===== config.mk =====
export PLATFORM = sky130hd
export DESIGN_NAME = hsr_arbiter
export DESIGN_NICKNAME = d
export VERILOG_FILES = /design/src/rtl/hsr_pkg.sv /design/src/rtl/hsr_regs.sv /design/src/rtl/hsr_rr_pick.sv /design/src/rtl/hsr_sched.sv /design/src/rtl/hsr_arbiter.sv
export SDC_FILE = /design/constraint.sdc
export NUM_CORES = 1
export LEC_CHECK = 0
export CAP_MARGIN = 5
export CORE_UTILIZATION = 60
export CTS_CLUSTER_DIAMETER = 40
export CTS_CLUSTER_SIZE = 25
export DETAILED_ROUTE_END_ITERATION = 6
export PLACE_DENSITY_LB_ADDON = 0.25
export SLEW_MARGIN = 20
export SYNTH_ARGS = -nofsm -noshare
export SYNTH_HDL_FRONTEND = slang
export SYNTH_SLANG_ARGS = --single-unit
export TNS_END_PERCENT = 5

===== constraint.sdc =====
create_clock -name clk -period 10.4 [get_ports clk]
set_input_delay 1.56 -clock clk [delete_from_list [all_inputs] [get_ports clk]]
set_output_delay 1.56 -clock clk [all_outputs]
set_load 0.05 [all_outputs]

===== src/rtl/hsr_pkg.sv =====
package hsr_pkg;

    typedef enum logic [1:0] {
        PR_OFF  = 2'b00,
        PR_LOW  = 2'b01,
        PR_MID  = 2'b10,
        PR_HIGH = 2'b11
    } prio_e;

    localparam int ROUND_LEN = 7;

    // Level wanted by a given slot of the seven-slot round.
    function automatic logic [1:0] slot_level(input logic [2:0] slot);
        case (slot)
            3'd1, 3'd5: return 2'd2;
            3'd3:       return 2'd1;
            default:    return 2'd3;
        endcase
    endfunction

    // Wanted level first, then lower levels downward, then higher levels upward.
    // have[1] = low, have[2] = middle, have[3] = high. Returns 0 when nothing pends.
    function automatic logic [1:0] choose_level(input logic [1:0] want,
                                                input logic [3:1] have);
        logic [1:0] r;
        case (want)
            2'd3:    r = have[3] ? 2'd3 : have[2] ? 2'd2 : have[1] ? 2'd1 : 2'd0;
            2'd2:    r = have[2] ? 2'd2 : have[1] ? 2'd1 : have[3] ? 2'd3 : 2'd0;
            default: r = have[1] ? 2'd1 : have[2] ? 2'd2 : have[3] ? 2'd3 : 2'd0;
        endcase
        return r;
    endfunction

endpackage


===== src/rtl/hsr_regs.sv =====
module hsr_regs #(
    parameter int NUM_CH = 16,
    localparam int CW = $clog2(NUM_CH)
) (
    input  logic              clk,
    input  logic              rst,
    input  logic              req_we,
    input  logic [CW-1:0]     req_ch,
    input  logic [1:0]        req_code,
    input  logic              prio_we,
    input  logic [CW-1:0]     prio_ch,
    input  logic [1:0]        prio_code,
    input  logic              clr_en,
    input  logic [CW-1:0]     clr_ch,
    output logic [2*NUM_CH-1:0] req_flat,
    output logic [2*NUM_CH-1:0] prio_flat,
    output logic              wr_err
);
    import hsr_pkg::*;

    logic busy_target;
    assign busy_target = (req_flat[2*req_ch +: 2] != 2'b00);

    always_ff @(posedge clk) begin
        if (rst) wr_err <= 1'b0;
        else     wr_err <= req_we && busy_target;
    end

    for (genvar g = 0; g < NUM_CH; g++) begin : g_ch
        logic [1:0] rq;
        prio_e      pq;

        always_ff @(posedge clk) begin
            if (rst) begin
                rq <= 2'b00;
                pq <= PR_OFF;
            end else begin
                if (clr_en && (clr_ch == CW'(g)))
                    rq <= 2'b00;
                else if (req_we && (req_ch == CW'(g)) && (rq == 2'b00) && (req_code != 2'b00))
                    rq <= req_code;
                if (prio_we && (prio_ch == CW'(g)))
                    pq <= prio_e'(prio_code);
            end
        end

        assign req_flat[2*g +: 2]  = rq;
        assign prio_flat[2*g +: 2] = pq;
    end

endmodule


===== src/rtl/hsr_rr_pick.sv =====
module hsr_rr_pick #(
    parameter int NUM_CH = 16,
    localparam int CW = $clog2(NUM_CH)
) (
    input  logic [NUM_CH-1:0] mask,
    input  logic [CW-1:0]     last,
    output logic              found,
    output logic [CW-1:0]     idx
);
    logic [CW-1:0] cand;

    always_comb begin
        found = 1'b0;
        idx   = '0;
        cand  = '0;
        for (int off = 1; off <= NUM_CH; off++) begin
            cand = CW'((int'(last) + off) % NUM_CH);
            if (!found && mask[cand]) begin
                found = 1'b1;
                idx   = cand;
            end
        end
    end

endmodule


===== src/rtl/hsr_sched.sv =====
module hsr_sched #(
    parameter int NUM_CH = 16,
    localparam int CW = $clog2(NUM_CH)
) (
    input  logic                clk,
    input  logic                rst,
    input  logic [2*NUM_CH-1:0] req_flat,
    input  logic [2*NUM_CH-1:0] prio_flat,
    input  logic                take,
    output logic                pick_found,
    output logic [CW-1:0]       pick_ch
);
    import hsr_pkg::*;

    logic [2:0]    slot_q;
    logic [CW-1:0] last_q   [1:3];
    logic [3:1]    lvl_found;
    logic [CW-1:0] lvl_idx  [1:3];
    logic [1:0]    want, lvl;

    for (genvar L = 1; L <= 3; L++) begin : g_lvl
        logic [NUM_CH-1:0] m;
        for (genvar c = 0; c < NUM_CH; c++) begin : g_m
            assign m[c] = (req_flat[2*c +: 2] != 2'b00) && (prio_flat[2*c +: 2] == 2'(L));
        end
        hsr_rr_pick #(.NUM_CH(NUM_CH)) u_pick (
            .mask (m),
            .last (last_q[L]),
            .found(lvl_found[L]),
            .idx  (lvl_idx[L])
        );
    end

    assign want       = slot_level(slot_q);
    assign lvl        = choose_level(want, lvl_found);
    assign pick_found = (lvl != 2'd0);

    always_comb begin
        case (lvl)
            2'd1:    pick_ch = lvl_idx[1];
            2'd2:    pick_ch = lvl_idx[2];
            2'd3:    pick_ch = lvl_idx[3];
            default: pick_ch = '0;
        endcase
    end

    always_ff @(posedge clk) begin
        if (rst) begin
            slot_q <= 3'd0;
            for (int l = 1; l <= 3; l++) last_q[l] <= CW'(NUM_CH - 1);
        end else if (take && pick_found) begin
            slot_q <= (slot_q == 3'(ROUND_LEN - 1)) ? 3'd0 : slot_q + 3'd1;
            case (lvl)
                2'd1:    last_q[1] <= pick_ch;
                2'd2:    last_q[2] <= pick_ch;
                default: last_q[3] <= pick_ch;
            endcase
        end
    end

endmodule


===== src/rtl/hsr_arbiter.sv =====
module hsr_arbiter #(
    parameter int NUM_CH = 16,
    localparam int CH_W = $clog2(NUM_CH)
) (
    input  logic            clk,
    input  logic            rst,
    input  logic            host_req_we,
    input  logic [CH_W-1:0] host_req_ch,
    input  logic [1:0]      host_req_code,
    input  logic            host_prio_we,
    input  logic [CH_W-1:0] host_prio_ch,
    input  logic [1:0]      host_prio_code,
    input  logic [CH_W-1:0] host_rd_ch,
    output logic [1:0]      host_rd_req,
    output logic [1:0]      host_rd_prio,
    output logic            host_wr_err,
    output logic            svc_valid,
    output logic [CH_W-1:0] svc_ch,
    output logic [1:0]      svc_code,
    input  logic            svc_done
);
    typedef struct packed {
        logic            valid;
        logic [CH_W-1:0] ch;
        logic [1:0]      code;
    } grant_t;

    grant_t              grant_q;
    logic [2*NUM_CH-1:0] req_flat, prio_flat;
    logic                pick_found, take, clr_en;
    logic [CH_W-1:0]     pick_ch;

    assign take   = !grant_q.valid && pick_found;
    assign clr_en = grant_q.valid && svc_done;

    hsr_regs #(.NUM_CH(NUM_CH)) u_regs (
        .clk      (clk),
        .rst      (rst),
        .req_we   (host_req_we),
        .req_ch   (host_req_ch),
        .req_code (host_req_code),
        .prio_we  (host_prio_we),
        .prio_ch  (host_prio_ch),
        .prio_code(host_prio_code),
        .clr_en   (clr_en),
        .clr_ch   (grant_q.ch),
        .req_flat (req_flat),
        .prio_flat(prio_flat),
        .wr_err   (host_wr_err)
    );

    hsr_sched #(.NUM_CH(NUM_CH)) u_sched (
        .clk       (clk),
        .rst       (rst),
        .req_flat  (req_flat),
        .prio_flat (prio_flat),
        .take      (take),
        .pick_found(pick_found),
        .pick_ch   (pick_ch)
    );

    always_ff @(posedge clk) begin
        if (rst) begin
            grant_q <= '0;
        end else if (clr_en) begin
            grant_q.valid <= 1'b0;
        end else if (take) begin
            grant_q.valid <= 1'b1;
            grant_q.ch    <= pick_ch;
            grant_q.code  <= req_flat[2*pick_ch +: 2];
        end
    end

    assign svc_valid    = grant_q.valid;
    assign svc_ch       = grant_q.ch;
    assign svc_code     = grant_q.code;
    assign host_rd_req  = req_flat[2*host_rd_ch +: 2];
    assign host_rd_prio = prio_flat[2*host_rd_ch +: 2];

endmodule


* After elaboration in Yosys (flattened, before gate mapping)
Memory sizes are Yosys's and may differ from the RTL's. Cells that the tools add are included.
Storage, ports and cells: register bits after elaboration 75, memory bits (writable) 12, bits of input ports 21, word-level logic and storage cells 747, memories kept 1
Memory list:
- u_sched.last_q | words 3, width 4, read ports 3, clocked after memory_dff 0, wr ports 3, RTL line hsr_sched.sv:16 | logic [CW-1:0] last_q [1:3];
Cells by class: add/subtract/negate cells 49, magnitude comparators 48, equal/unequal tests 102, shift operators 4, mux-type cells 221, bitwise operators 4, reductions and logical operators 281
Operator list (count):
- $lt A4 B5 Y1 const B | 48
- $mux W4 | 51
- $bmux W1 S4 | 48
- $logic_and A1 B1 Y1 | 177
- $shiftx A32 B6 Y2 | 4
- $mux W1 | 111
- $add A4 B4 Y4 const B | 24
- $eq A4 B4 Y1 const B | 24
- $eq A2 B2 Y1 const B | 36
- $add A4 B3 Y4 const B | 12
- $eq A4 B3 Y1 const B | 12
- $logic_not A1 Y1 | 46
- $reduce_bool A2 Y1 | 19
- $reduce_or A2 Y1 | 19
- $eq A2 B1 Y1 const B | 17
- $logic_not A2 Y1 | 16
- $add A4 B1 Y4 const B | 6
- $add A4 B2 Y4 const B | 6
- $eq A4 B2 Y1 const B | 6
- $mux W2 | 7
- $eq A4 B1 Y1 const B | 3
- $logic_not A4 Y1 | 3
- $pmux W4 S3 | 1
- $pmux W2 S2 | 2
- other kinds (8) | 11

* Logic depth before layout (Yosys ltp)
Gate-level depths: netlist of run 1.
word-level depth 61, mapped depth 30

* Modules after synthesis
A second synthesis of run 1 with hierarchy kept.
Second synthesis, totals: cells, all modules 1395, area, all modules 12418.2 um^2
Modules (own cells, without submodules):
- hsr_rr_pick at u_sched.g_lvl[1].u_pick ... | instances 2, cells each 294, area each 2531.2 um^2, seq. area each 0.0 um^2
- hsr_regs | instances 1, cells each 324, area each 2762.6 um^2, seq. area each 1301.2 um^2
- hsr_rr_pick at u_sched.g_lvl[2].u_pick | instances 1, cells each 251, area each 2307.2 um^2, seq. area each 0.0 um^2
- hsr_sched | instances 1, cells each 146, area each 1273.7 um^2, seq. area each 420.4 um^2
- hsr_arbiter | instances 1, cells each 86, area each 1012.2 um^2, seq. area each 140.1 um^2

* Worst setup path after synthesis of run 1
OpenSTA, ideal clock, no wires.
path type register to register, start point register u_sched.last_q[0][8] (netlist name), end point register grant_q (netlist bit svc_code[1]), library setup time 0.120 ns, data arrival time 6.081 ns, required time 10.280 ns, path slack 4.199 ns, cell stages (with the launch flop) 25, buffers on the path 4, period minus slack after synthesis 6.201 ns, cells stage by stage edfxtp_1 buf_2 buf_2 inv_2 ha_1 buf_2 inv_2 mux4_2 mux4_2 or4_4 nor4_4 nand3_1 nor2_1 inv_1 a21oi_1 o22a_1 ha_1 clkbuf_1 o31ai_1 a311oi_1 nor4_4 nor2_1 mux2_2 o31a_1 a211o_1
RTL lines:
- end, declared | RTL line hsr_arbiter.sv:28 | grant_t grant_q;

==> results.md, run 1 <==
* Outcome: complete, but fails checks
* Failing checks: design-rule violations
* Setup Crit Path Kind: flip-flop to flip-flop
* Number of synthesized register bits at 87
* Crit share post-route at 0.7533
* Total global-route track usage at 0.4583
* Required time at the worst-slack endpoint at 10.69 ns
* Post-route DRC at 6
* RSZ-0062 raised after global routing: false
* Hold WS at 0.5572 ns
* Total of max-cap violations at 0
* Rel. slew slack at 0.2974
* Worst-case setup slack after placement at 2.864 ns
* Final GP Congestion at 1.073
* Worst Clk Skew at 0.005957 ns
* Top-count cell post-synth: nor2_1
* Area share of xor/xnor cells in the synthesized design at 0.02560
* Share of synthesized area spent on multiplexers at 0.1826
* Routed vias at 14.69k
* Die extent in x at 147.3 um
* Clock tree from TritonCTS: built
* Met2 GRT Util at 0.6762
* Count of antenna-violating nets left after detailed routing at 0
* Yosys warning count at 0
* Top cells by instance count after synthesis: 189 x nor2_1, 135 x nor3_1, 118 x nand2_1
* Number of setup buffers added after CTS at 0
* Most Crowded Layer GR: met2
* Total count of hold-check failures in the final report at 0
* Crit start category: flip-flop
* Most frequent CP cell: inv_1
* Number of H-tree branching levels at 3
* Count of hold buffers inserted by post-cts repair at 0
* Number of buffers inserted by port buffering at 32
* Power density of the placed cells at 147.4 mW/mm^2
* Global-route track usage on met1 at 0.5935
* Clock period minus final worst setup slack at 7.835 ns
* Synth top area share at 0.1459
* Async SR Flop Fraction at 0
* Bufs on Longest Clock Path at 2
* Synth Area in Compound Gates at 0.2778
* Drt initial violations at 2376
* Delay of the slowest critical-path stage at 0.72 ns
* Largest net degree at the start of global routing at 64
* CTS-repair resized insts at 0
* Area of the core at 0.02043 mm^2
* Number of synthesized flops with an enable pin at 12
* Congestion Overflow GR at 0
* Classification of the worst-slack hold path: flip-flop to flip-flop
* Starting utilization of the core area at 0.6196
* Net count of the finished layout at 1641
* Dominant cells by area after synthesis: mux4_2 15%, dfxtp_1 12%, nor2_1 5.6%, nor3_1 5.3%, a21oi_1 3.5%
* Pins Over Slew Limit at 0
* Kind of end point of the critical path: flip-flop
* Critical Path, Cell by Cell: inv_1, ha_1, inv_2, mux4_2, mux4_2, or4_4, nor4_4, nand3_1, nor2_1, inv_1, a21oi_1, o22a_1, inv_1, ha_1, or2_2, nor2_1, and2_1, o41ai_1, or4_1, nand4_1
* Main combinational cell family by area after synthesis: simple AND/OR/NAND/NOR gates
* Sinks on the clock net at 87
* Maximum fanout along the worst path at 25
* Static power due to leakage at 4.765 nW
* Maximum ir drop on the vdd rail at 0.1392 mV
* Global-route wire length before repair at 76730 um
* Post-synthesis share of cell area spent on and, or, nand and nor gates at 0.2964
* Slew @ Worst Pin at 1.044 ns
* Initial antenna violation count at 0
* Slowest-stage cell, CP: edfxtp_1
* Layout-stage area growth over the synthesis result at 4.883%
* CTS clock-pin slew for the worst setup and hold paths at 0.07 ns
* Share of post-route cells with drive strength above 1 at 0.1289
* Post-synthesis instance total at 1641
* Routed WL per cell at 26.79 um
* Total Neg Setup Slack at 0 ns
* Clock buffers created by TritonCTS at 9
* Vias in the first global route at 13.35k
* Clock insertion delay at the later pin of the skew report at 0.35 ns
* Synth Net Count at 1689
* IO Pins at 33
* Via-per-instance ratio at 7.865
* HPWL reported at the end of detailed placement at 36770 um
* Post-Layout Cell Count at 1868
* Post-Synth Adder-Cell Area at 0.02669
* Total die area at 0.02168 mm^2
* Count of different cell masters after synthesis at 97
* Total routed wirelength at 50050 um
* Height of the die at 147.3 um
* Post-synthesis sequential area ratio at 0.1471
* Std-Cell Rows at 52
* Global routing met3 resource utilization at 0.1575
* Synthesized area per cell at 7.714 um^2
* Post-synth top flop: dfxtp_1
* Data arrival at the endpoint of the critical path at 8.12 ns
* Number of iterations in the first detailed-routing pass at 7
* Final setup violation count at 0
* Synth Cell Area at 0.01266 mm^2
* Cell accounting for the most synthesized area: mux4_2
* Number of cells after detailed placement at 1852
* Slack of the critical path at 2.565 ns
* Root Driver: clkbuf_16
* Max Clock Freq at 127.6 MHz
* Antenna diode count at 0
worst max-delay path: cells and delay by family (launching register included):
family	cells	cell delay, ns
fa+ha+maj	2	0.98
compound gates	3	0.47
flops	1	0.72
buf+inv	4	0.91
mux	2	1.17
simple gates	9	3.48
routing by layer:
| layer | part of all wire | vias up |
|---|---|---|
| li1 | - | 6317 |
| met1 | 0.36 | 6738 |
| met2 | 0.41 | 1345 |
| met3 | 0.16 | 290 |
| met4 | 0.062 | 2 |
| met5 | 0.00052 | - |
path summary, 6_finish.rpt:
path	slack (ns)	startpoint	end	cells after the start
setup / recovery	2.57	u_sched.last_q[0][9]	svc_code[0]	20
setup reg to reg	2.57	u_sched.last_q[0][9]	svc_code[0]	20
hold reg to reg	0.56	u_sched.slot_q[1]	u_sched.slot_q[1]	2
hold / removal	0.56	u_sched.slot_q[1]	u_sched.slot_q[1]	2
sequential cells by signal, indices dropped and copies added (netlist names):
register and count:
u_regs.wr_err 1, svc_ch 4, svc_valid 1, u_sched.slot_q 3, svc_code 2, u_sched.last_q 12
u_regs.g_ch.pq 32, u_regs.g_ch.rq 32
report_power, final:
| part | switching [mW] | leakage (nW) | internal (mW) |
|---|---|---|---|
| clock network | 0.164 | 0.152 | 0.173 |
| registers | 0.0849 | 0.696 | 0.378 |
| logic | 0.759 | 3.92 | 0.398 |
cells by family (layout without fill, tap and decap cells):
logic type      count (synthesis)  after routing
mux                           127            127
xor+xnor                       37             37
flops                          87             87
simple gates                  727            727
compound gates                507            507
fa+ha+maj                      27             27
buf+inv                       129             86
metrics by stage:
stage | util | cell area (um^2) | power, mW
6_report | 0.6499 | 13280 | 1.957
5_1_grt | 0.6499 | 13280 | 2.062
4_1_cts | 0.6489 | 13260 | 1.913
3_5_place_dp | 0.6335 | 12940 | 1.579
3_3_place_gp | 0.6335 | 12940 | 1.565
2_1_floorplan | - | 12660 | 1.351
layout make-up:
cell class	instances	area [um^2]
Clock inverter	7	91.34
Tap cell	270	337.8
Multi-Input combinational cell	1425	10260
Sequential cell	87	1862
Timing Repair Buffer	43	397.9
Fill cell	1798	7153
Clock buffer	9	225.2
Inverter	27	101.3
cell usage in the layout (no fill, tap or decap), types with 9 or more instances in the layout:
cell type | synthesis | final
nor4_1 | 26 | 23
xnor2_1 | 21 | 21
clkbuf_16 | 0 | 9
o211ai_1 | 48 | 48
o211a_1 | 23 | 23
or2_2 | 51 | 51
a31oi_1 | 17 | 17
mux2i_1 | 36 | 36
a22oi_1 | 10 | 10
or3_1 | 16 | 16
o21ai_0 | 69 | 69
o21ai_1 | 12 | 12
dfxtp_1 | 75 | 75
o21a_1 | 38 | 38
nand2b_1 | 50 | 50
inv_1 | 21 | 21
nand3_1 | 29 | 29
nor3_1 | 135 | 135
a21oi_1 | 89 | 89
o41ai_1 | 9 | 9
edfxtp_1 | 12 | 12
xor2_1 | 16 | 16
o31ai_1 | 11 | 11
a211oi_1 | 15 | 15
mux4_2 | 82 | 82
ha_1 | 27 | 27
and2_1 | 16 | 16
clkdlybuf4s50_1 | 0 | 31
nor2_1 | 189 | 189
or4_1 | 18 | 18
buf_4 | 0 | 11
nand4_1 | 16 | 16
o22ai_1 | 57 | 57
nand2_1 | 118 | 118
Note: power is estimated with default switching activity, not from simulation.
==> inputs of run 2 (changes only) <==
--- a/config.mk
+++ b/config.mk
@@ -6,7 +6,7 @@
 export NUM_CORES = 1
 export LEC_CHECK = 0
 export CAP_MARGIN = 5
-export CORE_UTILIZATION = 60
+export CORE_UTILIZATION = 59
 export CTS_CLUSTER_DIAMETER = 40
 export CTS_CLUSTER_SIZE = 25
 export DETAILED_ROUTE_END_ITERATION = 6
==> constraint.sdc (replaced) <==
create_clock -name clk -period 6.79 [get_ports clk]
set_input_delay 1.0185 -clock clk [delete_from_list [all_inputs] [get_ports clk]]
set_output_delay 1.0185 -clock clk [all_outputs]
set_load 0.05 [all_outputs]
==> run 2 against run 1 <==
Compared with the run above: the run now ends clean; wire length is 2.7% higher; clock power is 51% higher; fmax is 21% higher; total power is 63% higher; flip-flop and latch count stayed put; non-clock buffer count is 62 higher; combinational power is 74% higher; global-route usage is 0.71 points higher; count of clock-buffer cells in the layout is 1 higher; first-iteration DRC count is 14% lower; worst setup slack worse by 2.2 ns; core utilization is 0.52 points higher.
==> results.md, run 2 (synthesis results as in run 1) <==
* Crit share post-route at 0.9502
* Sinks on the clock net at 87
* Classification of the worst-slack hold path: flip-flop to flip-flop
* Crit start category: flip-flop
* Commonest non-fill, non-tap cells in the layout: 188 x nor2_1, 133 x nor3_1, 118 x nand2_1
* Clock insertion delay at the later pin of the skew report at 0.36 ns
* Maximum ir drop on the vdd rail at 0.2782 mV
* Clock buffers created by TritonCTS at 9
* Global-route wire length before repair at 78030 um
* Count of antenna-violating nets left after detailed routing at 0
* Net count of the finished layout at 1703
* Area of the core at 0.02102 mm^2
* Data arrival at the endpoint of the critical path at 6.70 ns
* Final GP Congestion at 1.057
* Height of the die at 148.5 um
* Starting utilization of the core area at 0.6022
* Setup Crit Path Kind: flip-flop to flip-flop
* Total Neg Setup Slack at 0 ns
* Total of max-cap violations at 0
* Post-route DRC at 0
* Number of iterations in the first detailed-routing pass at 6
* Die extent in x at 148.5 um
* Slack of the critical path at 0.3384 ns
* Registers with the most flip-flops: u_regs.g_ch.pq (32), u_regs.g_ch.rq (32), u_sched.last_q (12)
* Share of post-route cells with drive strength above 1 at 0.1669
* Initial antenna violation count at 0
* Slew @ Worst Pin at 1.224 ns
* Largest net degree at the start of global routing at 64
* Required time at the worst-slack endpoint at 7.04 ns
* Delay of the slowest critical-path stage at 0.59 ns
* Total count of hold-check failures in the final report at 0
* RSZ-0062 raised after global routing: false
* Total global-route track usage at 0.4655
* Worst Clk Skew at 0.01056 ns
* Std-Cell Rows at 53
* Max Clock Freq at 155.0 MHz
* Bufs on Longest Clock Path at 2
* Number of H-tree branching levels at 3
* Routed WL per cell at 26.56 um
* Worst-case setup slack after placement at 0.08881 ns
* Congestion Overflow GR at 0
* Antenna diode count at 0
* Outcome: finished clean
* Slowest-stage cell, CP: mux4_2
* Pins Over Slew Limit at 0
* Total die area at 0.02204 mm^2
* Number of buffers inserted by port buffering at 32
* CTS clock-pin slew for the worst setup and hold paths at 0.07 ns
* Total routed wirelength at 51380 um
* Combined buffer and inverter count along the critical path at 3
* Clock period minus final worst setup slack at 6.452 ns
* Static power due to leakage at 5.057 nW
* HPWL reported at the end of detailed placement at 38750 um
* Power density of the placed cells at 231.7 mW/mm^2
* Vias in the first global route at 13.50k
* Clock tree from TritonCTS: built
* Routed vias at 14.83k
* Kind of end point of the critical path: flip-flop
* Rel. slew slack at 0.1781
* IO Pins at 33
* Final setup violation count at 0
* Layout-stage area growth over the synthesis result at 8.787%
* Via-per-instance ratio at 7.665
* Root Driver: clkbuf_16
* Overall power at 3.191 mW
* Maximum fanout along the worst path at 24
* Critical Path, Cell by Cell: inv_2, ha_1, or2_1, nor3_1, or4_4, mux4_2, nor3_1, nand2_1, nor3_2, nand4_1, a21oi_1, nor2_1, a221o_1, inv_1, ha_1, o41a_1, o221ai_1, a31oi_2, nor4_4, buf_4, nor2_1, mux2_2, o31a_1, a211o_1
* Drt initial violations at 2035
* Worst path top cell family by delay: simple AND/OR/NAND/NOR gates
* Most frequent standard cell in the layout excluding fill and tap cells: nor2_1
* Count of hold buffers inserted by post-cts repair at 0
-- run 2: cell types whose count changed in the layout (fill, tap and decap cells not counted), moves of 2 or more --
cell / previous run / this run
buf_4: 11 / 73
clkinv_8: 3 / 1
ha_1: 27 / 25
ha_2: 0 / 2
inv_4: 0 / 2
nor3_1: 135 / 133
nor3_2: 1 / 3
-- run 2: tightest hold or removal path, cell delays in order, from the launching register on --
cell and delay [ns]:
dfxtp_1 0.36, a22oi_1 0.08, nor2_1 0.07
-- run 2: final timing paths --
check / from / endpoint / slack [ns] / cells after the start
setup / recovery: u_sched.last_q[0][5] / svc_code[1] / 0.34 / 24
hold / removal: u_sched.slot_q[1] / u_sched.slot_q[1] / 0.55 / 2
setup reg to reg: u_sched.last_q[0][5] / svc_code[1] / 0.34 / 24
hold reg to reg: u_sched.slot_q[1] / u_sched.slot_q[1] / 0.55 / 2
-- run 2: layout make-up --
| class | count | area, um^2 |
|---|---|---|
| clock buffer | 10 | 239.0 |
| clock inverter | 6 | 60.06 |
| fill | 1842 | 7251 |
| inverter | 27 | 107.6 |
| multi-input combinational | 1425 | 10290 |
| sequential | 87 | 1862 |
| tap | 275 | 344.1 |
| timing repair buffer | 105 | 863.3 |
-- run 2: metal layers --
metal	share of wire	global-route usage	vias up
met5	0.00018	0	-
met4	0.062	0.2536	2
met3	0.16	0.1399	240
met2	0.41	0.6692	1243
met1	0.37	0.6220	6916
li1	-	-	6431
-- run 2: timing repair --
| item | 4_1_cts | 5_1_grt |
|---|---|---|
| buffers inserted | 0 | 4 |
| resized for setup | 0 | 13 |
| setup endpoints to repair | 0 | 3 |
-- run 2: through the flow --
| stage | cell area (um^2) | hold slack [ns] | cells | util |
|---|---|---|---|---|
| 2_1_floorplan | 12660 | 0.4907 | 1641 | - |
| 4_1_cts | 13680 | 0.5485 | 1931 | 0.6509 |
| 3_5_place_dp | 13380 | 0.5321 | 1915 | 0.6366 |
| 5_1_grt | 13770 | 0.5733 | 1935 | 0.6551 |
| 6_report | 13770 | 0.5458 | 1935 | 0.6551 |
| 3_3_place_gp | 13380 | 0.5351 | 1915 | 0.6366 |
-- run 2: power by group --
part,total [mW],switching [mW],internal [mW],leakage (nW)
sequential,0.664,0.0852,0.578,0.696
clock,0.509,0.242,0.268,0.149
combinational,2.02,1.30,0.720,4.21
total,3.19,1.62,1.57,5.06
